==> src/rtl/bru_pkg.sv <==
package bru_pkg;
  localparam int unsigned OPC_W = 6;

  localparam logic [OPC_W-1:0] OPC_SPECIAL = 6'd0;
  localparam logic [OPC_W-1:0] OPC_REGIMM  = 6'd1;
  localparam logic [OPC_W-1:0] OPC_J       = 6'd2;
  localparam logic [OPC_W-1:0] OPC_JAL     = 6'd3;
  localparam logic [OPC_W-1:0] OPC_BEQ     = 6'd4;
  localparam logic [OPC_W-1:0] OPC_BNE     = 6'd5;
  localparam logic [OPC_W-1:0] OPC_BLEZ    = 6'd6;
  localparam logic [OPC_W-1:0] OPC_BGTZ    = 6'd7;

  typedef enum logic [2:0] {
    K_NONE,
    K_EQ,
    K_SIGN,
    K_LEZ,
    K_JIMM,
    K_JREG
  } kind_e;

  typedef struct packed {
    kind_e      kind;
    logic       invert;
    logic       link;
    logic       link_rd;
  } dec_t;
endpackage

==> src/rtl/bru_decode.sv <==
module bru_decode
  import bru_pkg::*;
#(
  parameter int unsigned XLEN = 32
) (
  input  logic [XLEN-1:0] instr,
  output dec_t            dec
);
  logic [OPC_W-1:0] opc;
  logic [4:0]       rt_f;
  logic [5:0]       fn_f;

  assign opc  = instr[31:26];
  assign rt_f = instr[20:16];
  assign fn_f = instr[5:0];

  always_comb begin
    dec = '{kind: K_NONE, invert: 1'b0, link: 1'b0, link_rd: 1'b0};
    unique case (opc)
      OPC_SPECIAL: begin
        if (fn_f[5:1] == 5'b00100) begin
          dec.kind    = K_JREG;
          dec.link    = fn_f[0];
          dec.link_rd = fn_f[0];
        end
      end
      OPC_REGIMM: begin
        if (rt_f[3:1] == 3'b000) begin
          dec.kind   = K_SIGN;
          dec.invert = rt_f[0];
          dec.link   = rt_f[4];
        end
      end
      OPC_J, OPC_JAL: begin
        dec.kind = K_JIMM;
        dec.link = opc[0];
      end
      OPC_BEQ, OPC_BNE: begin
        dec.kind   = K_EQ;
        dec.invert = opc[0];
      end
      OPC_BLEZ, OPC_BGTZ: begin
        dec.kind   = K_LEZ;
        dec.invert = opc[0];
      end
      default: dec.kind = K_NONE;
    endcase
  end
endmodule

==> src/rtl/bru_cond.sv <==
module bru_cond
  import bru_pkg::*;
#(
  parameter int unsigned XLEN = 32
) (
  input  dec_t            dec,
  input  logic [XLEN-1:0] op_a,
  input  logic [XLEN-1:0] op_b,
  output logic            redirect
);
  logic is_eq;
  logic is_neg;
  logic is_zero;

  assign is_eq   = (op_a == op_b);
  assign is_neg  = op_a[XLEN-1];
  assign is_zero = (op_a == '0);

  always_comb begin
    unique case (dec.kind)
      K_EQ:    redirect = is_eq ^ dec.invert;
      K_SIGN:  redirect = is_neg ^ dec.invert;
      K_LEZ:   redirect = (is_neg | is_zero) ^ dec.invert;
      K_JIMM:  redirect = 1'b1;
      K_JREG:  redirect = 1'b1;
      default: redirect = 1'b0;
    endcase
  end
endmodule

==> src/rtl/bru_target.sv <==
module bru_target
  import bru_pkg::*;
#(
  parameter int unsigned XLEN   = 32,
  parameter int unsigned ADDR_W = 12
) (
  input  dec_t              dec,
  input  logic [XLEN-1:0]   instr,
  input  logic [XLEN-1:0]   op_a,
  input  logic [ADDR_W-1:0] pc,
  output logic [ADDR_W-1:0] jump_pc,
  output logic [ADDR_W-1:0] seq_pc,
  output logic [ADDR_W-1:0] ret_pc
);
  localparam logic [ADDR_W-1:0] WORD_MASK = {{(ADDR_W-2){1'b1}}, 2'b00};
  localparam logic [ADDR_W-1:0] STEP4     = ADDR_W'(4);
  localparam logic [ADDR_W-1:0] STEP8     = ADDR_W'(8);

  logic [XLEN-1:0]   off_full;
  logic [ADDR_W-1:0] pc_plus4;
  logic [ADDR_W-1:0] rel_pc;
  logic [ADDR_W-1:0] abs_pc;
  logic [ADDR_W-1:0] reg_pc;

  assign off_full = {{(XLEN-18){instr[15]}}, instr[15:0], 2'b00};
  assign pc_plus4 = pc + STEP4;
  assign rel_pc   = (pc_plus4 + off_full[ADDR_W-1:0]) & WORD_MASK;
  assign abs_pc   = {instr[ADDR_W-3:0], 2'b00};
  assign reg_pc   = op_a[ADDR_W-1:0] & WORD_MASK;
  assign seq_pc   = pc_plus4 & WORD_MASK;
  assign ret_pc   = (pc + STEP8) & WORD_MASK;

  always_comb begin
    unique case (dec.kind)
      K_JIMM:  jump_pc = abs_pc;
      K_JREG:  jump_pc = reg_pc;
      default: jump_pc = rel_pc;
    endcase
  end
endmodule

==> src/rtl/branch_unit.sv <==
module branch_unit
  import bru_pkg::*;
#(
  parameter int unsigned XLEN     = 32,
  parameter int unsigned ADDR_W   = 12,
  parameter int unsigned RIDX_W   = 5,
  parameter int unsigned LINK_REG = 31
) (
  input  logic              clk,
  input  logic              rst_n,
  input  logic              in_valid,
  input  logic [XLEN-1:0]   instr,
  input  logic [XLEN-1:0]   op_a,
  input  logic [XLEN-1:0]   op_b,
  input  logic [ADDR_W-1:0] pc,
  output logic              out_valid,
  output logic              taken,
  output logic [ADDR_W-1:0] next_pc,
  output logic              link_we,
  output logic [RIDX_W-1:0] link_idx,
  output logic [ADDR_W-1:0] link_val
);
  localparam logic [RIDX_W-1:0] RA_IDX = RIDX_W'(LINK_REG);

  dec_t              dec;
  logic              redirect;
  logic [ADDR_W-1:0] jump_pc;
  logic [ADDR_W-1:0] seq_pc;
  logic [ADDR_W-1:0] ret_pc;

  logic              taken_d;
  logic [ADDR_W-1:0] next_pc_d;
  logic              link_we_d;
  logic [RIDX_W-1:0] link_idx_d;
  logic [ADDR_W-1:0] link_val_d;

  bru_decode #(.XLEN(XLEN)) u_dec (
    .instr (instr),
    .dec   (dec)
  );

  bru_cond #(.XLEN(XLEN)) u_cond (
    .dec      (dec),
    .op_a     (op_a),
    .op_b     (op_b),
    .redirect (redirect)
  );

  bru_target #(.XLEN(XLEN), .ADDR_W(ADDR_W)) u_tgt (
    .dec     (dec),
    .instr   (instr),
    .op_a    (op_a),
    .pc      (pc),
    .jump_pc (jump_pc),
    .seq_pc  (seq_pc),
    .ret_pc  (ret_pc)
  );

  always_comb begin
    taken_d    = redirect;
    next_pc_d  = redirect ? jump_pc : seq_pc;
    link_we_d  = dec.link;
    link_idx_d = '0;
    link_val_d = '0;
    if (dec.link) begin
      link_idx_d = dec.link_rd ? instr[11 +: RIDX_W] : RA_IDX;
      link_val_d = ret_pc;
    end
  end

  always_ff @(posedge clk or negedge rst_n) begin
    if (!rst_n) begin
      out_valid <= 1'b0;
      taken     <= 1'b0;
      next_pc   <= '0;
      link_we   <= 1'b0;
      link_idx  <= '0;
      link_val  <= '0;
    end else begin
      out_valid <= in_valid;
      if (in_valid) begin
        taken    <= taken_d;
        next_pc  <= next_pc_d;
        link_we  <= link_we_d;
        link_idx <= link_idx_d;
        link_val <= link_val_d;
      end
    end
  end
endmodule

==> config.mk <==
export PLATFORM = sky130hd
export DESIGN_NAME = branch_unit
export DESIGN_NICKNAME = d
export VERILOG_FILES = /design/src/rtl/bru_pkg.sv /design/src/rtl/bru_decode.sv /design/src/rtl/bru_cond.sv /design/src/rtl/bru_target.sv /design/src/rtl/branch_unit.sv
export SDC_FILE = /design/constraint.sdc
export NUM_CORES = 1
export LEC_CHECK = 0
export ABC_AREA = 1
export BUFFER_PORTS_ARGS = -buffer_cell sky130_fd_sc_hd__buf_2
export CORE_UTILIZATION = 25
export DETAILED_ROUTE_END_ITERATION = 12
export SLEW_MARGIN = 0
export SYNTH_ARGS = -nofsm -noshare
export SYNTH_HDL_FRONTEND = slang
export SYNTH_HIERARCHICAL = 1
export SYNTH_SLANG_ARGS = --single-unit
==> constraint.sdc <==
create_clock -name clk -period 0.8 [get_ports clk]
set_clock_uncertainty 0.1 [all_clocks]
set_input_delay 0.08 -clock clk [delete_from_list [all_inputs] [get_ports clk]]
set_output_delay 0.08 -clock clk [all_outputs]
set_load 0.02 [all_outputs]
== Yosys cells after proc, flatten, opt, wreduce, memory -nomap -nowiden ==
Index checks and enable logic that the tools add are counted.

* Word-level logic and storage cells: 48
* Input bits: 111
* Flip-flop bits (word level): 32
* Output and inout port bits: 32

* $add $sub $neg: 3
* Equality and inequality tests: 14
* Multiplexer cells: 13
* Bitwise gates (word level): 4
* Reductions and logical operators: 8

{| class="wikitable"
|+ Operators by type and width
! operator !! number
|-
| $eq A32 B32 Y1 || 1
|-
| $logic_not A32 Y1 || 1
|-
| $eq A6 B3 Y1 const B || 4
|-
| $mux W12 || 2
|-
| $pmux W12 S2 || 1
|-
| $pmux W3 S5 || 1
|-
| $add A12 B12 Y12 || 1
|-
| $add A12 B3 Y12 const B || 1
|-
| $add A12 B4 Y12 const B || 1
|-
| $eq A6 B2 Y1 const B || 2
|-
| $mux W5 || 2
|-
| $reduce_or A2 Y1 || 4
|-
| $eq A3 B2 Y1 const B || 2
|-
| $eq A3 B3 Y1 const B || 2
|-
| $eq A6 B1 Y1 const B || 1
|-
| $logic_not A6 Y1 || 1
|-
| $eq A5 B3 Y1 const B || 1
|-
| $mux W4 || 1
|-
| $pmux W1 S4 || 1
|-
| $reduce_or A4 Y1 || 1
|-
| $eq A3 B1 Y1 const B || 1
|-
| $logic_not A3 Y1 || 1
|-
| $mux W3 || 1
|-
| $pmux W1 S3 || 1
|-
| other kinds (5) || 7
|}

== Depth between registers and ports, before layout ==
Gate-level depths: netlist (run 1).

* Depth after elaboration: 7
* Gate-level depth with buffers: 21
* Depth with buffers taken out: 21

== Hierarchy ==
The synthesis (run 1) kept the hierarchy.

{| class="wikitable"
|+ By module, submodules not included
! module !! seq. area each (sq um) !! cells an instance !! area each (sq um) !! instances
|-
| branch_unit || 800.8 || 184 || 1467.7 || 1
|-
| bru_target || 0.0 || 178 || 1008.5 || 1
|-
| bru_cond || 0.0 || 133 || 645.6 || 1
|-
| bru_decode || 0.0 || 48 || 230.2 || 1
|}

== Worst setup path before layout (run 1) ==
OpenSTA, ideal clock, no wires.

* Kind: input to register
* Start: in pc[3]
* End: reg next_pc[11]
* Slack: -1.355 ns
* Arrival time: 1.938 ns
* Library setup time: 0.117 ns
* Path buffers: 0
* Cell stages on the path: 19
* Cells stage by stage: ha_1 > nand2_2 > nor2_4 > nand3_1 > xor2_1 > o21ai_1 > inv_1 > ha_1 > nand2_1 > nor2_1 > nand3_1 > nand3_1 > nand3_1 > nand3_1 > nand2_1 > inv_1 > nand2_1 > nand3_1 > nand2_1

* Cells in the longest elaborated chain, start to end: 4

{| class="wikitable"
|+ Ends and longest elaborated chain
! what !! line !! text
|-
| start, declared || branch_unit.sv:15 || <nowiki>input logic [ADDR_W-1:0] pc,</nowiki>
|-
| $add A12 B3 Y12 || bru_target.sv:26 || <nowiki>assign pc_plus4 = pc + STEP4;</nowiki>
|-
| named net seq_pc[9] || branch_unit.sv:28 || <nowiki>logic [ADDR_W-1:0] seq_pc;</nowiki>
|-
| $add A12 B12 Y12 || bru_target.sv:27 || <nowiki>assign rel_pc = (pc_plus4 + off_full[ADDR_W-1:0]) & WORD_MASK;</nowiki>
|-
| $pmux W12 S2 || bru_target.sv:34 || <nowiki>unique case (dec.kind)</nowiki>
|-
| named net jump_pc[11] || branch_unit.sv:27 || <nowiki>logic [ADDR_W-1:0] jump_pc;</nowiki>
|-
| $mux W12 || branch_unit.sv:61 || <nowiki>next_pc_d = redirect ? jump_pc : seq_pc;</nowiki>
|-
| end signal, assigned || branch_unit.sv:83 || <nowiki>next_pc <= next_pc_d;</nowiki>
|-
| end, declared || branch_unit.sv:18 || <nowiki>output logic [ADDR_W-1:0] next_pc,</nowiki>
|}

The timed path passes the listed nets, and every way through them passes these cells.
A chain may end at the register's enable or synchronous reset.

== Final worst setup path (run 1) ==
* Start: in pc[3]
* End: reg next_pc[10]

Same word-level chain as after synthesis.

==> run metrics, run 1 <==
Hold WC Path Type primary input to flop; Routed Antenna Nets 0; area grow syn2layout 82.7%; max_cap viols 0; CP Data Required Time 0.87 ns; GRT Total Usage 16.4%; Avg Inst Size Synth 6.17 um2; Ports 143; DR WL/cell 12.0 um; Initial Util 26.1%; grt ovf 0; status finished, violations left; Multi-input gate area ~2700 um2; Num CTS Buffers 5; Worst VDD drop 0.000777 V; Final nets 909; Hold Crit Start instr[13]; Reg2Reg Setup Slack -0.16 ns; final worst slack -1.11 ns; crit path from pc[3]; hold_ws -0.0461 ns; Yosys reg bits 32; largest net degree at the start of global routing 33; HPWL after detailed placement about 8.8 mm; RSZ-0062 raised after global routing true; Root Buffer clkbuf_16; Post-CTS Hold Buffers 2; Leak 3.23 nW; worst hold path stage count 3; share of cells above drive strength 1 47.6%; Die ar. 13900 um2; minimum clock period roughly 1.9 ns; Die W 118 um; clk slew on worst S/H paths 0.05 ns; initial drt markers 104; Die Ht 118 um; TritonCTS clock tree built; FF-to-FF End next_pc[9]; # fillers 1257; endpoints failing setup 63; row count 41; Max clock buf depth 2; htree depth 2; count of different cell masters after synthesis 38; WS Path Type primary input to flop; synth warn 6; GP Congestion around 0.86; fin util 47.8%; vias after detailed routing 4141; number of port buffers 134; CP arrival slightly below 2 ns; Pwr per Cell Area approximately 1100 nW/um2; Synth Flop Type dfrtp_1; DRC viols 0; Core Region 12800 um2; Worst setup EP type flop; failing checks negative hold slack, negative setup slack; crit start category primary input; Clock Latency Late Sink 0.28 ns; via-per-instance ratio around 4.3; Detailed Routing Iterations Pass 1 4; Critical Path End next_pc[10]; worst-case reg-to-reg path depth 4; Post-synth EDFFs 0; number of antenna violations at the first check in global routing 1; first-pass GRT wire length roughly 19 mm; period utilisation layout 239%; Hold Vio Cnt, Final 4; sequential share of the synthesized area 23.9%; Post-Syn Area 3350 um2; fin. max-slew vios 0; r2r startpoint next_pc[9]; cell count after synthesis 543; number of global-route vias before repair 4126; Register Area 801 um2; total wire length 11.5 mm; CP max FO 3; number of clock sinks 32; asr flop ratio synth 100%; Max Freq 0.523 GHz
-- area by class of cell --
cell class | count | share of cell area [%]
Clock inverter | 2 | 0.572
Sequential cell | 32 | 13.1
Multi-Input combinational cell | 417 | 44.2
Timing Repair Buffer | 245 | 30.8
Clock buffer | 6 | 2.10
Inverter | 83 | 5.54
Tap cell | 172 | 3.51
Antenna cell | 1 | 0.0409
Timing Repair inverter | 1 | 0.184
-- cells in the mapped netlist, types with 2 or more instances --
library cell	instances	area (um2)
a21o_1	3	22.5
inv_1	75	282
o21ai_1	5	25.0
xor2_1	17	149
ha_1	12	150
nor3_1	5	25.0
a22o_1	2	17.5
nor2_1	56	210
a21oi_1	7	35.0
nor2_2	3	18.8
nand3_1	62	310
buf_6	5	56.3
nand3b_1	2	15.0
o21ai_0	4	20.0
or2_1	2	12.5
nand2_1	184	691
inv_2	6	22.5
buf_4	10	75.1
xnor2_1	16	140
nand2_2	4	25.0
dfrtp_1	32	801
nor2_4	6	67.6
nand4_1	10	62.6
-- per-stage QoR --
step / instances / power [mW] / setup TNS [ns] / area [um2] / setup slack, ns
detailed placement: 915 / 3.91 / -28.35 / 4860 / -1.49
finish: 959 / 6.63 / -21.64 / 6120 / -1.11
floorplan: 548 / 2.94 / -15.16 / 3520 / -1.21
global route: 959 / 7.02 / -25.98 / 6120 / -1.29
global placement: 915 / 3.89 / -28.11 / 4860 / -1.44
CTS: 955 / 6.50 / -23.79 / 5860 / -1.07
-- repair_timing --
item	4_1_cts	5_1_grt
cloned	1	1
buffers inserted	32	11
hold endpoints to repair	38	5
endpoints found under the setup margin	61	63
resized for setup	160	61
pin swaps	38	32
-- per-layer routing --
| metal | wire (um) | global-route usage, % |
|---|---|---|
| met5 | 0 | 0 |
| met4 | 289 | 6.17 |
| met3 | 403 | 3.20 |
| met2 | 5970 | 30.0 |
| met1 | 4870 | 18.7 |
-- registers in the layout, summed over array words and instances (netlist names) --
signal     cells
link_idx       5
link_val      12
link_we        1
next_pc       12
out_valid      1
taken          1
-- worst min path at each step --
stage	end
6_report	link_idx[2]
5_1_grt	link_idx[4]
4_1_cts	link_idx[2]
3_5_place_dp	next_pc[5]
3_3_place_gp	next_pc[2]
2_1_floorplan	link_idx[0]
-- cell families (layout without fill, tap and decap cells) --
logic type	Yosys count	after routing	share of synthesized area (%)
simple gates	338	338	43.9
other cells	1	7	0.112
compound gates	27	27	4.93
buf+inv	99	337	13.4
fa+ha+maj	13	13	5.08
xor+xnor	33	33	8.62
flops	32	32	23.9
-- critical path, cell delays in order --
cell      delay, ns
buf_8          0.08
ha_4           0.14
nand2_4        0.06
nor2_4         0.13
nand3_2        0.08
xor2_1         0.18
o21ai_1        0.13
inv_1          0.09
ha_4           0.24
a21o_1         0.19
a31oi_4        0.15
nand3b_1       0.09
nand3_1        0.07
nand2_1        0.05
inv_1          0.05
nand2_1        0.05
nand3_1        0.07
nand2_1        0.05
-- cells in the final DEF, fill, tap and decap left out, types with 3 or more instances in the layout --
master	netlist	final
nand3_2	1	28
a21o_1	3	3
nor2_1	56	42
buf_2	1	91
o21ai_1	5	3
clkbuf_16	0	6
xor2_1	17	12
xnor2_1	16	16
ha_4	0	9
nor2_2	3	5
inv_8	0	3
nand2_4	0	9
conb_1	1	6
nand4_1	10	10
xor2_2	0	4
inv_2	6	10
buf_4	10	92
inv_1	75	66
nor2_4	6	18
buf_6	5	52
nand2_1	184	161
nand3_1	62	34
a21oi_1	7	5
inv_4	1	3
dfrtp_1	32	32
nand2_2	4	17
o21ai_2	1	5
buf_8	0	4
ha_1	12	3
a21oi_2	1	3
-- power breakdown --
group / leakage, nW / switching, mW / internal, mW
Combinational: 2.73 / 1.35 / 1.36
Sequential: 0.422 / 0.0618 / 1.70
Clock: 0.0808 / 0.690 / 1.46
No activity file was read; power rests on OpenSTA's default activity.
==> run 2: changes to the inputs <==
Settings changed: CTS_BUF_LIST set to sky130_fd_sc_hd__clkbuf_8, SKIP_CTS_REPAIR_TIMING set to 1.
==> run metrics, run 2 (synthesis gave the netlist of run 1 again) <==
endpoints failing setup 63 (unchanged); FF-to-FF End next_pc[8]; Routed Antenna Nets 0 (unchanged); area grow syn2layout 74.8%; GP Congestion 0.863 (unchanged); Die ar. 13900 um2 (unchanged); DRC viols 0 (unchanged); met3 wire length 379 um (-6.0%); Core Region 12800 um2 (unchanged); number of port buffers 134 (unchanged); Leak 3.14 nW (-2.8%); share of cells above drive strength 1 44.7% (-2.9 points); CP Data Required Time 0.89 ns (+0.02 ns); most frequent cells in the layout nand2_1, buf_2, buf_4; pre-CTS setup slack -1.49 ns (unchanged); Root Buffer clkbuf_8; worst path cell trace buf_2 -> inv_1 -> nor3_1 -> nand4_1 -> xor2_2 -> ha_1 -> nand2_2 -> inv_1 -> a21oi_2 -> nand3_2 -> inv_1 -> nand3_1 -> nand3_1 -> nand2_1 -> inv_1 -> nand2_1 -> nand3_1 -> nand2_1; Hold Path End link_idx[2]; most common cell after layout, fill and taps aside nand2_1; Worst setup EP type flop; Reg2Reg Setup Slack -0.08 ns (+0.08 ns); Top Layer Used met4; vias after detailed routing 4044 (-2.3%); total wire length 11.0 mm (-4.2%); GRT Total Usage 15.4% (-1.0 points); TritonCTS clock tree built; number of global-route vias before repair 3828 (-7.2%); minimum clock period 1.94 ns (+0.0246 ns); Detailed Routing Iterations Pass 1 4 (unchanged); initial drt markers 114 (+9.6%); WS Path Type primary input to flop; final worst slack -1.14 ns (-0.0246 ns); Hold Vio Cnt, Final 5 (+1); Die Ht 118 um (unchanged); CP Buf/Inv Count 5 (+2); row count 41 (unchanged); hold_ws -0.0720 ns (-0.0259 ns); CP arrival 2.02 ns (+0.04 ns); Ports 143 (unchanged); Hold Crit Start instr[13]; final setup TNS -22.39 ns (-0.747 ns); Slowest-stage cell, CP ha_1; # fillers 1319 (+4.9%); fin. max-slew vios 0 (unchanged); Top Registers link_val: 12 flops, next_pc: 12 flops, link_idx: 5 flops; Initial Util 26.1% (unchanged); Die W 118 um (unchanged); HPWL after detailed placement 8.84 mm (unchanged); RSZ-0062 raised after global routing true; max_cap viols 0 (unchanged); crit start category primary input; Max clock buf depth 2 (unchanged); htree depth 2 (unchanged); number of antenna violations at the first check in global routing 1 (unchanged); number of clock sinks 32 (unchanged); Max Freq 0.516 GHz (-1.3%); Hold WC Path Type primary input to flop; status finished, violations left; period utilisation layout 242% (+3.1 points); Worst path most repeated cell inv_1; via-per-instance ratio 4.25 (-1.6%); Final nets 902 (-0.77%); DR WL/cell 11.6 um (-3.5%); worst-case reg-to-reg path depth 3 (-1); r2r startpoint next_pc[8]; CP max FO 3 (unchanged); first-pass GRT wire length 17.4 mm (-6.3%); Worst VDD drop 0.000642 V (-17%); largest net degree at the start of global routing 33 (unchanged); met2 wire length 5.56 mm (-6.9%); Pwr per Cell Area 1010 nW/um2 (-7.0%); failing checks negative hold slack, negative setup slack; Clock Latency Late Sink 0.29 ns (about the same); worst hold path stage count 3 (unchanged); grt ovf 0 (unchanged); Worst path max stage delay 0.33 ns (+0.09 ns); clk slew on worst S/H paths 0.07 ns (+0.02 ns); Post-Route M1 WL 4.84 mm (-0.64%); delay-heaviest family, CP simple AND/OR/NAND/NOR gates; Num CTS Buffers 5 (unchanged)
## run 2: cell count changes in the layout (fill, tap and decap cells not counted), moves of 4 or more
cell	change
clkbuf_16	-5
inv_1	+5
buf_6	-7
nand3_2	-8
o21ai_1	+4
o21ai_2	-4
nor2_4	-9
nand3_1	+6
nor2_2	+6
inv_2	-4
clkbuf_8	+5
## run 2: worst reg2reg max path: cells and delay by family (launching register included)
family,cells,cell delay [ns]
flip-flops,1,0.41
buffers and inverters,1,0.15
AND/OR/NAND/NOR,2,0.12
## run 2: final cells by class
class	instances	area [um2]	area share, %
diodes	1	2.50	0.0427
flip-flops and latches	32	801	13.7
clock buffers	5	68.8	1.17
repair buffers	238	1790	30.6
repair inverters	1	8.76	0.149
inverters	83	343	5.85
well taps	172	215	3.67
clock inverters	3	38.8	0.662
multi-input cells	417	2590	44.2
## run 2: metrics by stage
stage               util (%)  area [um2]  power, mW  instances  hold slack, ns
floorplan                  -        3520       2.94        548          -0.316
global placement        37.9        4860       3.89        915         -0.0494
detailed placement      37.9        4860       3.91        915         -0.0496
CTS                     38.8        4970       5.46        923          -0.363
global route            45.7        5860       6.30        952         -0.0560
finish                  45.7        5860       5.90        952         -0.0720
## run 2: power by group
| group | switching (mW) | internal [mW] |
|---|---|---|
| clock network | 0.631 | 0.911 |
| logic | 1.30 | 1.31 |
| registers | 0.0608 | 1.70 |
## run 2: worst max path at each step
stage,from,to,cells past startpoint,slack (ns)
finish,pc[9],next_pc[11],18,-1.14
detailed placement,pc[4],next_pc[11],21,-1.49
floorplan,pc[4],next_pc[11],20,-1.21
CTS,pc[4],next_pc[10],18,-1.18
global placement,pc[4],next_pc[10],18,-1.44
global route,pc[3],next_pc[10],19,-1.31
## run 2: per-layer routing
layer	track usage, %	up-vias
li1	-	2139
met1	18.5	1817
met2	27.4	65
met3	2.66	23
met4	5.29	0
met5	0	-
==> run 3: changes to the inputs <==
Settings changed: ABC_AREA 1 to unset, CAP_MARGIN set to 0.
Clock period 0.8 ns to 1.9 ns, I/O delays scaled along.
==> run metrics, run 3 <==
Num CTS Buffers 5 (unchanged); grt ovf 0 (unchanged); share of cells above drive strength 1 54.1% (+9.4 points); Post-synth EDFFs 0 (unchanged); Sw Share 33.4% (-0.28 points); via-per-instance ratio 4.43 (+4.4%); delay-heaviest family, CP simple AND/OR/NAND/NOR gates; Avg Inst Size Synth 8.88 um2 (+44%); number of global-route vias before repair 3446 (-10%); CP max FO 6 (+3); Die W 113 um (-3.7%); failing checks negative setup slack; Worst VDD drop 0.000240 V (-63%); Die ar. 12900 um2 (-7.2%); asr flop ratio synth 100% (unchanged); Max clock buf depth 2 (unchanged); leading area contributor after synthesis dfrtp_1; WS Path Type primary input to flop; count of different cell masters after synthesis 57 (+50%); Synth area leaders dfrtp_1, xor2_1, mux2i_1; r2r startpoint link_idx[4]; DR WL/cell 14.1 um (+22%); Antenna Cells 0 (-1); Flop pwr share 32.8% (+3.0 points); number of clock sinks 32 (unchanged); Comb power frac 41.3% (-2.8 points); Detailed Routing Iterations Pass 1 4 (unchanged); area grow syn2layout 57.5%; TritonCTS clock tree built; Ports 143 (unchanged); crit path from instr[29]; row count 40 (-2.4%); cell count after synthesis 350 (-36%); Leak 2.29 nW (-27%); fin util 40.6% (-5.1 points); status finished, violations left; Crit path depth 13 (-5); Worst path max stage delay 0.40 ns (+0.07 ns); number of antenna violations at the first check in global routing 0 (-1); top post-synthesis cells by count xor2_1, dfrtp_1, nor2_1; GP Congestion 0.926 (+7.3%); Slowest-stage cell, CP or3_4; Yosys reg bits 32 (unchanged); Worst setup EP type flop; synth warn 6 (unchanged); endpoints failing setup 11 (-83%); vias after detailed routing 3246 (-20%); Pint 1.48 mW (-62%); worst-case reg-to-reg path depth 2 (-1); final worst slack -0.636 ns (+0.502 ns); Final nets 688 (-24%); most frequent cells in the layout buf_2, buf_4, xor2_1; Synth Flop Type dfrtp_1; minimum clock period 2.54 ns; count leader, synth xor2_1; GRT Total Usage 15.9% (+0.55 points); first-pass GRT wire length 16.2 mm (-6.8%); Max Freq 0.394 GHz; worst path cell trace buf_6 -> or3_4 -> nor2_4 -> o21a_1 -> inv_1 -> a21oi_2 -> nand4_1 -> nor4_4 -> mux2_4 -> a211oi_4 -> buf_6 -> mux2i_2 -> a21oi_2; sw power 743 uW (-63%); Worst Tran Pin Value 0.751 ns; number of port buffers 134 (unchanged); Tot Pwr 2.23 mW (-62%); Clk network pwr share 25.9% (-0.2 points); max_cap viols 0 (unchanged); Die Ht 113 um (-3.7%); Post-Syn Area 3110 um2 (-7.3%); DRC viols 0 (unchanged); hold_ws 0.114 ns (+0.186 ns); worst hold path stage count 4 (+1); Core Region 12100 um2 (-6.0%); CP Buf/Inv Count 3 (-2); sequential share of the synthesized area 25.8% (+1.9 points); total wire length 10.3 mm (-6.3%); Hold Vio Cnt, Final 0 (-5); crit start category primary input; Top Registers link_val: 12 flops, next_pc: 12 flops, link_idx: 5 flops; CP Data Required Time 1.97 ns (+1.08 ns); Hold Crit Start pc[3]; initial drt markers 95 (-17%); CP arrival 2.61 ns (+0.59 ns); most common cell after layout, fill and taps aside buf_2; Root Buffer clkbuf_8; Clock Latency Late Sink 0.28 ns (about the same); fin. max-slew vios 0 (unchanged); Hold WC Path Type primary input to flop; clk slew on worst S/H paths 0.07 ns (about the same); Routed Antenna Nets 0 (unchanged); largest net degree at the start of global routing 35 (+6.1%); HPWL after detailed placement 8.44 mm (-4.5%); htree depth 2 (unchanged); period utilisation layout 133%; worst rel slew slack 49.9%; RSZ-0062 raised after global routing true; area share of the largest cell type after synthesis 25.8% (+1.9 points); Pwr per Cell Area 455 nW/um2 (-55%); Initial Util 25.8% (-0.38 points)
==> run 3: final timing paths <==
path	to	slack, ns
hold / removal	link_val[3]	0.11
hold reg to reg	link_we	0.38
setup reg to reg	link_idx[4]	0.96
setup / recovery	next_pc[9]	-0.64
max in group asynchronous	out_valid	0.82
min in group asynchronous	link_val[11]	0.41
==> run 3: cell families after synthesis <==
family | synth area share, %
and+or+nand+nor | 22.7
AOI/OAI and AO/OA | 15.1
xor gates and xnor gates | 15.5
buffers and inverters | 7.69
DFF | 25.8
muxes | 7.61
adders and majority gates | 5.48
other | 0.121
==> run 3: area by class of cell <==
class,instances,area [um2]
clock buffers,7,96.3
multi-input cells,282,2310
flip-flops and latches,32,801
inverters,19,71.3
fillers,1212,7170
repair buffers,224,1410
well taps,168,210
==> run 3: power groups by stage <==
stage	clock, mW	combinational, mW	sequential [mW]
floorplan	0	0.384	0.782
global placement	0	0.817	0.741
detailed placement	0	0.832	0.742
CTS	0.608	0.837	0.729
global route	0.641	1.00	0.734
finish	0.577	0.919	0.730
==> run 3: metrics by stage <==
stage | instances | setup TNS [ns] | setup WS [ns] | cell area [um2]
6_report | 732 | -6.55 | -0.636 | 4890
5_1_grt | 732 | -7.48 | -0.733 | 4890
4_1_cts | 722 | -7.56 | -0.774 | 4590
3_5_place_dp | 715 | -10.85 | -1.07 | 4490
3_3_place_gp | 715 | -10.29 | -0.996 | 4490
2_1_floorplan | 355 | -7.82 | -0.766 | 3150
==> run 3: worst register-to-register path: stages (launching register included) <==
cell     delay [ns]
dfrtp_1        0.38
and2b_1        0.15
a31o_2         0.20
==> run 3: layer usage <==
| metal | vias up | global-route usage, % | wire length, um |
|---|---|---|---|
| li1 | 1636 | - | - |
| met1 | 1522 | 18.6 | 4470 |
| met2 | 66 | 29.2 | 5370 |
| met3 | 22 | 2.92 | 331 |
| met4 | 0 | 5.09 | 180 |
| met5 | - | 0 | 0 |
